==> src/rtl/jscan_pkg.sv <==
package jscan_pkg;

    typedef enum logic [1:0] {
        OP_RST  = 2'd0,
        OP_IR   = 2'd1,
        OP_DR   = 2'd2,
        OP_NONE = 2'd3
    } jop_e;

    typedef enum logic [2:0] {
        SQ_IDLE,
        SQ_PRE,
        SQ_SHIFT,
        SQ_POST,
        SQ_FIN
    } seq_e;

    // TCK cycles spent before the first shift bit, from Run-Test/Idle
    localparam int IR_PRE_CYCLES = 4;   // Select-DR, Select-IR, Capture-IR, enter Shift-IR
    localparam int DR_PRE_CYCLES = 3;   // Select-DR, Capture-DR, enter Shift-DR

endpackage

==> src/rtl/jscan_tck_gen.sv <==
module jscan_tck_gen #(
    parameter int TCK_DIV = 4
) (
    input  logic clk_i,
    input  logic rst_ni,
    input  logic run_i,
    output logic tck_o,
    output logic drive_o,
    output logic samp_o,
    output logic rise_o
);

    localparam int PH_W = $clog2(TCK_DIV);
    localparam int HALF = TCK_DIV / 2;

    generate
        if (TCK_DIV < 4) begin : g_div_check
            $error("TCK_DIV must be at least 4");
        end
    endgenerate

    typedef struct packed {
        logic [PH_W-1:0] ph;
        logic            tck;
    } gen_t;

    gen_t g_d, g_q;

    always_comb begin
        g_d = g_q;
        if (run_i) begin
            g_d.ph = (g_q.ph == PH_W'(TCK_DIV - 1)) ? '0 : g_q.ph + 1'b1;
            if (g_q.ph == '0) begin
                g_d.tck = 1'b0;
            end else if (g_q.ph == PH_W'(HALF)) begin
                g_d.tck = 1'b1;
            end
        end else begin
            g_d.ph  = '0;
            g_d.tck = 1'b1;
        end
    end

    always_ff @(posedge clk_i) begin
        if (!rst_ni) begin
            g_q <= '{ph: '0, tck: 1'b1};
        end else begin
            g_q <= g_d;
        end
    end

    assign tck_o   = g_q.tck;
    assign drive_o = run_i && (g_q.ph == '0);
    assign samp_o  = run_i && (g_q.ph == PH_W'(HALF - 1));
    assign rise_o  = run_i && (g_q.ph == PH_W'(HALF));

    AST_LOW_AT_SAMPLE: assert property (@(posedge clk_i) disable iff (!rst_ni)
        samp_o |-> !tck_o);

endmodule

==> src/rtl/jscan_shifter.sv <==
module jscan_shifter #(
    parameter int MAX_BITS = 64
) (
    input  logic                clk_i,
    input  logic                rst_ni,
    input  logic                load_i,
    input  logic [MAX_BITS-1:0] tx_i,
    input  logic                shift_i,
    input  logic                samp_i,
    input  logic                tdo_i,
    output logic                tdi_o,
    output logic [MAX_BITS-1:0] rx_o
);

    localparam int IDX_W = $clog2(MAX_BITS + 1);
    localparam int BIT_W = $clog2(MAX_BITS);

    typedef struct packed {
        logic [MAX_BITS-1:0] tx;
        logic [MAX_BITS-1:0] rx;
        logic [IDX_W-1:0]    idx;
        logic                pend;
        logic                tdi;
    } shf_t;

    shf_t s_d, s_q;

    always_comb begin
        s_d = s_q;
        if (load_i) begin
            s_d.tx   = tx_i;
            s_d.rx   = '0;
            s_d.idx  = '0;
            s_d.pend = 1'b0;
        end else begin
            // next TDI bit leaves from the LSB end
            if (shift_i) begin
                s_d.tdi  = s_q.tx[0];
                s_d.tx   = s_q.tx >> 1;
                s_d.pend = 1'b1;
            end
            // captured bit lands at its shift position
            if (samp_i && s_q.pend) begin
                if (s_q.idx < IDX_W'(MAX_BITS)) begin
                    s_d.rx[s_q.idx[BIT_W-1:0]] = tdo_i;
                end
                s_d.idx  = s_q.idx + 1'b1;
                s_d.pend = 1'b0;
            end
        end
    end

    always_ff @(posedge clk_i) begin
        if (!rst_ni) begin
            s_q <= '0;
        end else begin
            s_q <= s_d;
        end
    end

    assign tdi_o = s_q.tdi;
    assign rx_o  = s_q.rx;

    AST_IDX_BOUND: assert property (@(posedge clk_i) disable iff (!rst_ni)
        s_q.idx <= IDX_W'(MAX_BITS));

    AST_SAMPLE_AFTER_SHIFT: assert property (@(posedge clk_i) disable iff (!rst_ni)
        (samp_i && !load_i) |-> (s_q.pend || !$past(shift_i)));

endmodule

==> src/rtl/jscan_seq.sv <==
module jscan_seq
    import jscan_pkg::*;
#(
    parameter int MAX_BITS       = 64,
    parameter int IDCODE_BITS    = 32,
    parameter int RST_TMS_CYCLES = 5,
    localparam int LEN_W         = $clog2(MAX_BITS + 1)
) (
    input  logic             clk_i,
    input  logic             rst_ni,
    input  logic             cmd_valid_i,
    input  logic [1:0]       cmd_op_i,
    input  logic [LEN_W-1:0] cmd_len_i,
    input  logic             drive_i,
    input  logic             rise_i,
    output logic             run_o,
    output logic             tms_o,
    output logic             busy_o,
    output logic             done_o,
    output logic             load_o,
    output logic             shift_o
);

    typedef struct packed {
        seq_e             st;
        jop_e             op;
        logic [LEN_W-1:0] len;
        logic [LEN_W-1:0] cnt;
        logic             fresh;
        logic             run;
        logic             tms;
        logic             done;
    } seq_t;

    seq_t s_d, s_q;

    jop_e             req_op;
    logic             accept;
    logic [LEN_W-1:0] eff_len;
    logic [LEN_W-1:0] pre_len;
    logic             pre_tms;

    assign req_op = jop_e'(cmd_op_i);
    assign accept = (s_q.st == SQ_IDLE) && cmd_valid_i && (req_op != OP_NONE);

    // effective scan length
    always_comb begin
        if (req_op == OP_DR && s_q.fresh) begin
            eff_len = LEN_W'(IDCODE_BITS);
        end else if (cmd_len_i == '0) begin
            eff_len = LEN_W'(1);
        end else if (cmd_len_i > LEN_W'(MAX_BITS)) begin
            eff_len = LEN_W'(MAX_BITS);
        end else begin
            eff_len = cmd_len_i;
        end
    end

    // TMS path ahead of the shift: R3 all ones, R4 1,1,0,0, R5 1,0,0
    always_comb begin
        unique case (s_q.op)
            OP_RST: begin
                pre_len = LEN_W'(RST_TMS_CYCLES);
                pre_tms = 1'b1;
            end
            OP_IR: begin
                pre_len = LEN_W'(IR_PRE_CYCLES);
                pre_tms = (s_q.cnt < LEN_W'(2));
            end
            default: begin
                pre_len = LEN_W'(DR_PRE_CYCLES);
                pre_tms = (s_q.cnt == '0);
            end
        endcase
    end

    always_comb begin
        s_d      = s_q;
        s_d.done = 1'b0;
        unique case (s_q.st)
            SQ_IDLE: begin
                if (accept) begin
                    s_d.op  = req_op;
                    s_d.len = eff_len;
                    s_d.cnt = '0;
                    s_d.run = 1'b1;
                    s_d.st  = SQ_PRE;
                end
            end
            SQ_PRE: begin
                if (drive_i) begin
                    s_d.tms = pre_tms;
                    if (s_q.cnt == pre_len - 1'b1) begin
                        s_d.cnt = '0;
                        s_d.st  = (s_q.op == OP_RST) ? SQ_POST : SQ_SHIFT;
                    end else begin
                        s_d.cnt = s_q.cnt + 1'b1;
                    end
                end
            end
            SQ_SHIFT: begin
                if (drive_i) begin
                    // leave the shift state on the final bit
                    s_d.tms = (s_q.cnt == s_q.len - 1'b1);
                    if (s_q.cnt == s_q.len - 1'b1) begin
                        s_d.cnt = '0;
                        s_d.st  = SQ_POST;
                    end else begin
                        s_d.cnt = s_q.cnt + 1'b1;
                    end
                end
            end
            SQ_POST: begin
                if (drive_i) begin
                    // scans: Exit1 -> Update (1), Update -> Run-Test/Idle (0); reset: 0
                    s_d.tms = (s_q.op != OP_RST) && (s_q.cnt == '0);
                    if (s_q.op == OP_RST || s_q.cnt == LEN_W'(1)) begin
                        s_d.st = SQ_FIN;
                    end else begin
                        s_d.cnt = s_q.cnt + 1'b1;
                    end
                end
            end
            SQ_FIN: begin
                if (rise_i) begin
                    s_d.run  = 1'b0;
                    s_d.done = 1'b1;
                    s_d.st   = SQ_IDLE;
                    if (s_q.op == OP_RST) begin
                        s_d.fresh = 1'b1;
                    end else if (s_q.op == OP_IR) begin
                        s_d.fresh = 1'b0;
                    end
                end
            end
            default: s_d.st = SQ_IDLE;
        endcase
    end

    always_ff @(posedge clk_i) begin
        if (!rst_ni) begin
            s_q <= '{st: SQ_IDLE, op: OP_NONE, len: '0, cnt: '0,
                     fresh: 1'b0, run: 1'b0, tms: 1'b1, done: 1'b0};
        end else begin
            s_q <= s_d;
        end
    end

    assign run_o   = s_q.run;
    assign tms_o   = s_q.tms;
    assign busy_o  = (s_q.st != SQ_IDLE);
    assign done_o  = s_q.done;
    assign load_o  = accept;
    assign shift_o = drive_i && (s_q.st == SQ_SHIFT);

    AST_IGNORE_WHILE_BUSY: assert property (@(posedge clk_i) disable iff (!rst_ni)
        (busy_o && cmd_valid_i) |=> $stable(s_q.op) && $stable(s_q.len));

    AST_LEN_IN_RANGE: assert property (@(posedge clk_i) disable iff (!rst_ni)
        busy_o |-> (s_q.len >= LEN_W'(1) || s_q.op == OP_RST) && s_q.len <= LEN_W'(MAX_BITS));

endmodule

==> src/rtl/jscan_master.sv <==
module jscan_master
    import jscan_pkg::*;
#(
    parameter int MAX_BITS       = 64,
    parameter int TCK_DIV        = 4,
    parameter int IDCODE_BITS    = 32,
    parameter int RST_TMS_CYCLES = 5,
    localparam int LEN_W         = $clog2(MAX_BITS + 1)
) (
    input  logic                clk_i,
    input  logic                rst_ni,
    input  logic                cmd_valid_i,
    input  logic [1:0]          cmd_op_i,
    input  logic [LEN_W-1:0]    cmd_len_i,
    input  logic [MAX_BITS-1:0] cmd_tdi_i,
    output logic                busy_o,
    output logic                done_o,
    output logic [MAX_BITS-1:0] rdata_o,
    output logic                tck_o,
    output logic                tms_o,
    output logic                tdi_o,
    input  logic                tdo_i
);

    logic run;
    logic drive_stb;
    logic samp_stb;
    logic rise_stb;
    logic load;
    logic shift_stb;

    jscan_tck_gen #(
        .TCK_DIV (TCK_DIV)
    ) u_tck_gen (
        .clk_i   (clk_i),
        .rst_ni  (rst_ni),
        .run_i   (run),
        .tck_o   (tck_o),
        .drive_o (drive_stb),
        .samp_o  (samp_stb),
        .rise_o  (rise_stb)
    );

    jscan_seq #(
        .MAX_BITS       (MAX_BITS),
        .IDCODE_BITS    (IDCODE_BITS),
        .RST_TMS_CYCLES (RST_TMS_CYCLES)
    ) u_seq (
        .clk_i       (clk_i),
        .rst_ni      (rst_ni),
        .cmd_valid_i (cmd_valid_i),
        .cmd_op_i    (cmd_op_i),
        .cmd_len_i   (cmd_len_i),
        .drive_i     (drive_stb),
        .rise_i      (rise_stb),
        .run_o       (run),
        .tms_o       (tms_o),
        .busy_o      (busy_o),
        .done_o      (done_o),
        .load_o      (load),
        .shift_o     (shift_stb)
    );

    jscan_shifter #(
        .MAX_BITS (MAX_BITS)
    ) u_shifter (
        .clk_i   (clk_i),
        .rst_ni  (rst_ni),
        .load_i  (load),
        .tx_i    (cmd_tdi_i),
        .shift_i (shift_stb),
        .samp_i  (samp_stb),
        .tdo_i   (tdo_i),
        .tdi_o   (tdi_o),
        .rx_o    (rdata_o)
    );

    AST_TCK_IDLE_HIGH: assert property (@(posedge clk_i) disable iff (!rst_ni)
        !busy_o |-> tck_o);

    AST_TMS_MOVES_ON_FALL: assert property (@(posedge clk_i) disable iff (!rst_ni)
        !$stable(tms_o) |-> $fell(tck_o));

    AST_TDI_MOVES_ON_FALL: assert property (@(posedge clk_i) disable iff (!rst_ni)
        !$stable(tdi_o) |-> $fell(tck_o));

    AST_DONE_PULSE: assert property (@(posedge clk_i) disable iff (!rst_ni)
        done_o |=> !done_o);

    AST_BUSY_ENDS_WITH_DONE: assert property (@(posedge clk_i) disable iff (!rst_ni)
        $fell(busy_o) |-> done_o);

endmodule

==> config.mk <==
export PLATFORM = sky130hd
export DESIGN_NAME = jscan_master
export DESIGN_NICKNAME = d
export VERILOG_FILES = /design/src/rtl/jscan_pkg.sv /design/src/rtl/jscan_tck_gen.sv /design/src/rtl/jscan_shifter.sv /design/src/rtl/jscan_seq.sv /design/src/rtl/jscan_master.sv
export SDC_FILE = /design/constraint.sdc
export NUM_CORES = 1
export LEC_CHECK = 0
export BUFFER_PORTS_ARGS = -buffer_cell sky130_fd_sc_hd__clkbuf_2
export CAP_MARGIN = 20
export CORE_ASPECT_RATIO = 1.5
export CORE_MARGIN = 2
export CORE_UTILIZATION = 50
export CTS_CLUSTER_DIAMETER = 60
export DETAILED_ROUTE_END_ITERATION = 16
export HOLD_SLACK_MARGIN = 0.15
export PLACE_DENSITY = 0.83
export SYNTH_ARGS = -nofsm -noshare
export SYNTH_HDL_FRONTEND = slang
export SYNTH_SLANG_ARGS = --single-unit
==> constraint.sdc <==
create_clock -name clk_i -period 2 [get_ports clk_i]
set_clock_uncertainty 0.1 [all_clocks]
set_input_delay 0.2 -clock clk_i [delete_from_list [all_inputs] [get_ports clk_i]]
set_output_delay 0.2 -clock clk_i [all_outputs]
set_load 0.02 [all_outputs]
==> flow_metrics.py <==
metrics = {
    "setup_path": {
        "crit_family": "compound AO/OA/AOI/OAI gates",
        "reg2reg_depth": 9,
        "cp.required_ns": 2.21,
        "critPathArrivalTime_ns": 2.19,
        "critPathSlowestCell": "dlygate4sd3_1",
        "cpMostUsedCell": "nor2_1",
        "path_buf_inv": 2,
        "cpPeakStageDelay_ns": 0.58,
        "worstSetupStartpointType": "primary input",
        "r2r_start": "u_tck_gen.g_q[1]",
        "end_kind": "flop",
        "critPathLaunch": "cmd_op_i[0]",
        "crit_type": "primary input to flop",
        "worstPathMaxFanout": 4,
        "worst-path-stages": 8,
        "crit_path_cell_trace": "dlygate4sd3_1 > a21bo_2 > a211o_1 > a311oi_4 > buf_4 > nor2_1 > a41oi_1 > nor2_1",
    },
    "synthesis": {
        "avgSynthCellArea_um2": 8.06,
        "ys_ff_latch": 163,
        "postSynthCellCount": 952,
        "synth_nets": 1038,
        "synth-async-reset-ratio_pct": 0,
        "syn_area_um2": 7680,
        "synth_ff_type": "dfxtp_1",
        "synth-edff-count": 0,
        "ys_types": 61,
        "yosys_warnings": 0,
        "ys_seq_area_share_pct": 42.5,
    },
    "cts": {
        "insertion_delay_ns": 0.43,
        "cts_tree": "done",
        "cts.sinks": 163,
        "root_buffer": "clkbuf_16",
        "cts_max_path_buffers": 2,
        "htree_levels": 4,
        "clk_pin_slew_ns": 0.07,
        "numCtsBuffers": 17,
    },
    "worst_hold_path": {
        "min_path_type": "primary input to flop",
        "min_path_cells": 3,
        "min-delay-start": "tdo_i",
    },
    "status": {
        "status": "completed",
    },
    "layout": {
        "nets": 1204,
        "mostFrequentLayoutCells": "dfxtp_1 (161), nand2_1 (147), clkbuf_2 (143)",
        "syn_to_final_growth_pct": 29.3,
        "final_common_cell": "dfxtp_1",
        "drive_above_1_share_pct": 23.7,
        "diodes": 0,
        "fillers": 1143,
        "final_cells": 1330,
        "final_area_um2": 9920,
    },
    "place": {
        "dp.cells": 1220,
        "gp_congestion": 0.887,
        "io_buffers": 145,
        "placed_cell_area_um2": 8390,
        "dp_hpwl_mm": 13.0,
    },
    "grt": {
        "grt_max_degree": 70,
        "antenna_found_initial": 0,
        "grt_first_pass_wirelength_mm": 34.7,
        "grt-ovfl-total": 0,
        "grt_pass1_vias": 7267,
        "groute.usage.overall_pct": 25.9,
    },
    "route": {
        "drt_iter0_markers": 547,
        "drt-total-wl_mm": 21.5,
        "drc": 0,
        "final_antenna_net_count": 0,
        "route.vias.total": 7588,
        "drt_first_pass_iters": 5,
        "drt-vias-per-instance": 5.71,
        "wl_per_cell_um": 16.2,
    },
    "timing": {
        "worstMarginPinSlew_ns": 0.676,
        "setup_viol": 0,
        "period_share_pct": 99.5,
        "fmax_mhz": 503,
        "slew_headroom_pct": 54.9,
        "final_hold_viol_count": 0,
        "fin_crit_ns": 1.99,
        "drv_slew": 0,
        "rsz0062_at_grt": "yes",
    },
    "power": {
        "vdd_ir_drop_max_mv": 0.629,
        "p_leak_nw": 3.82,
        "p_per_area_nw_per_um2": 772,
    },
    "floorplanning": {
        "die_h_um": 156,
        "initial_core_util_pct": 50.9,
        "dieArea_um2": 16400,
        "placementRows": 55,
        "io-pin-count": 146,
        "die_w_um": 105,
        "core_area_um2": 15100,
    },
    "flow_run": {
        "drv_cap": 0,
    },
}
==> where the power goes <==
| group | total, mW | leakage (nW) | switching [mW] | internal, mW |
|---|---|---|---|---|
| Combinational | 0.771 | 2.19 | 0.393 | 0.378 |
| Sequential | 3.41 | 1.32 | 0.0649 | 3.34 |
| Clock | 3.49 | 0.302 | 1.44 | 2.04 |
==> cell type report <==
cell class	count	area, um2	area share, %
Clock buffer	18	439	4.43
Clock inverter	14	189	1.90
Inverter	13	48.8	0.492
Multi-Input combinational cell	645	3670	37.0
Sequential cell	163	3270	32.9
Tap cell	199	249	2.51
Timing Repair Buffer	278	2060	20.8
==> worst reg2reg max path, delay by kind of cell, from the launching register on <==
| kind | cells | cell delay [ns] |
|---|---|---|
| fa+ha+maj | 1 | 0.16 |
| simple gates | 2 | 0.09 |
| buf+inv | 2 | 0.31 |
| flops | 1 | 0.31 |
| compound gates | 4 | 0.90 |
==> cells in the mapped netlist (9+ instances only) <==
master / n / share of area (%)
inv_1: 11 / 0.54
buf_2: 24 / 1.6
o21ai_1: 10 / 0.65
nand3_1: 23 / 1.5
a22oi_1: 64 / 6.3
mux2i_1: 11 / 1.4
nand2_1: 150 / 7.3
a21oi_1: 130 / 8.5
ha_1: 9 / 1.5
nand4_1: 21 / 1.7
nor2_1: 81 / 4.0
buf_4: 72 / 7.0
dfxtp_1: 163 / 43
clkbuf_1: 35 / 1.7
o21ai_0: 51 / 3.3
==> final timing paths <==
check / to / slack [ns]
worst max-delay path: u_seq.s_q[5] / 0.01
worst max register to register: u_seq.s_q[5] / 0.02
worst min register to register: u_shifter.s_q[134] / 0.36
worst min-delay path: flop / 0.34
==> what timing repair did <==
| action | 4_1_cts | 5_1_grt |
|---|---|---|
| setup endpoints to repair | 10 | 105 |
| gates cloned | 1 | 1 |
| hold buffers | 75 | 0 |
| setup buffers | 0 | 3 |
| pin swaps | 3 | 14 |
| gates resized for setup | 2 | 28 |
| hold endpoints to repair | 79 | 0 |
==> kinds of logic after synthesis <==
family | share of synthesized area, %
simple gates | 19.6
compound gates | 22.3
flops | 42.5
buf+inv | 11.1
xor+xnor | 1.60
mux | 1.43
fa+ha+maj | 1.47
==> layer usage <==
| metal | share of wire [%] | track usage, % | vias to the layer above |
|---|---|---|---|
| met5 | 0 | 0 | - |
| met1 | 38 | 28.5 | 3572 |
| li1 | - | - | 3604 |
| met2 | 53 | 48.2 | 356 |
| met3 | 6.3 | 5.30 | 56 |
| met4 | 2.6 | 10.7 | 0 |
==> through the flow <==
step                      hold slack [ns]  TNS [ns]  util [%]  setup WS (ns)  power (mW)
after floorplan                     0.215         0         -         0.0647        3.83
after global placement              0.326         0      55.6        0.00133        4.06
after detailed placement            0.332    -0.217      55.6        -0.0549        4.08
after CTS                           0.314   -0.0477      64.9        -0.0477        7.63
after global routing                0.372    -0.296      65.8        -0.0500        7.91
final                               0.337         0      65.8         0.0109        7.66
No activity file was read; power rests on OpenSTA's default activity.
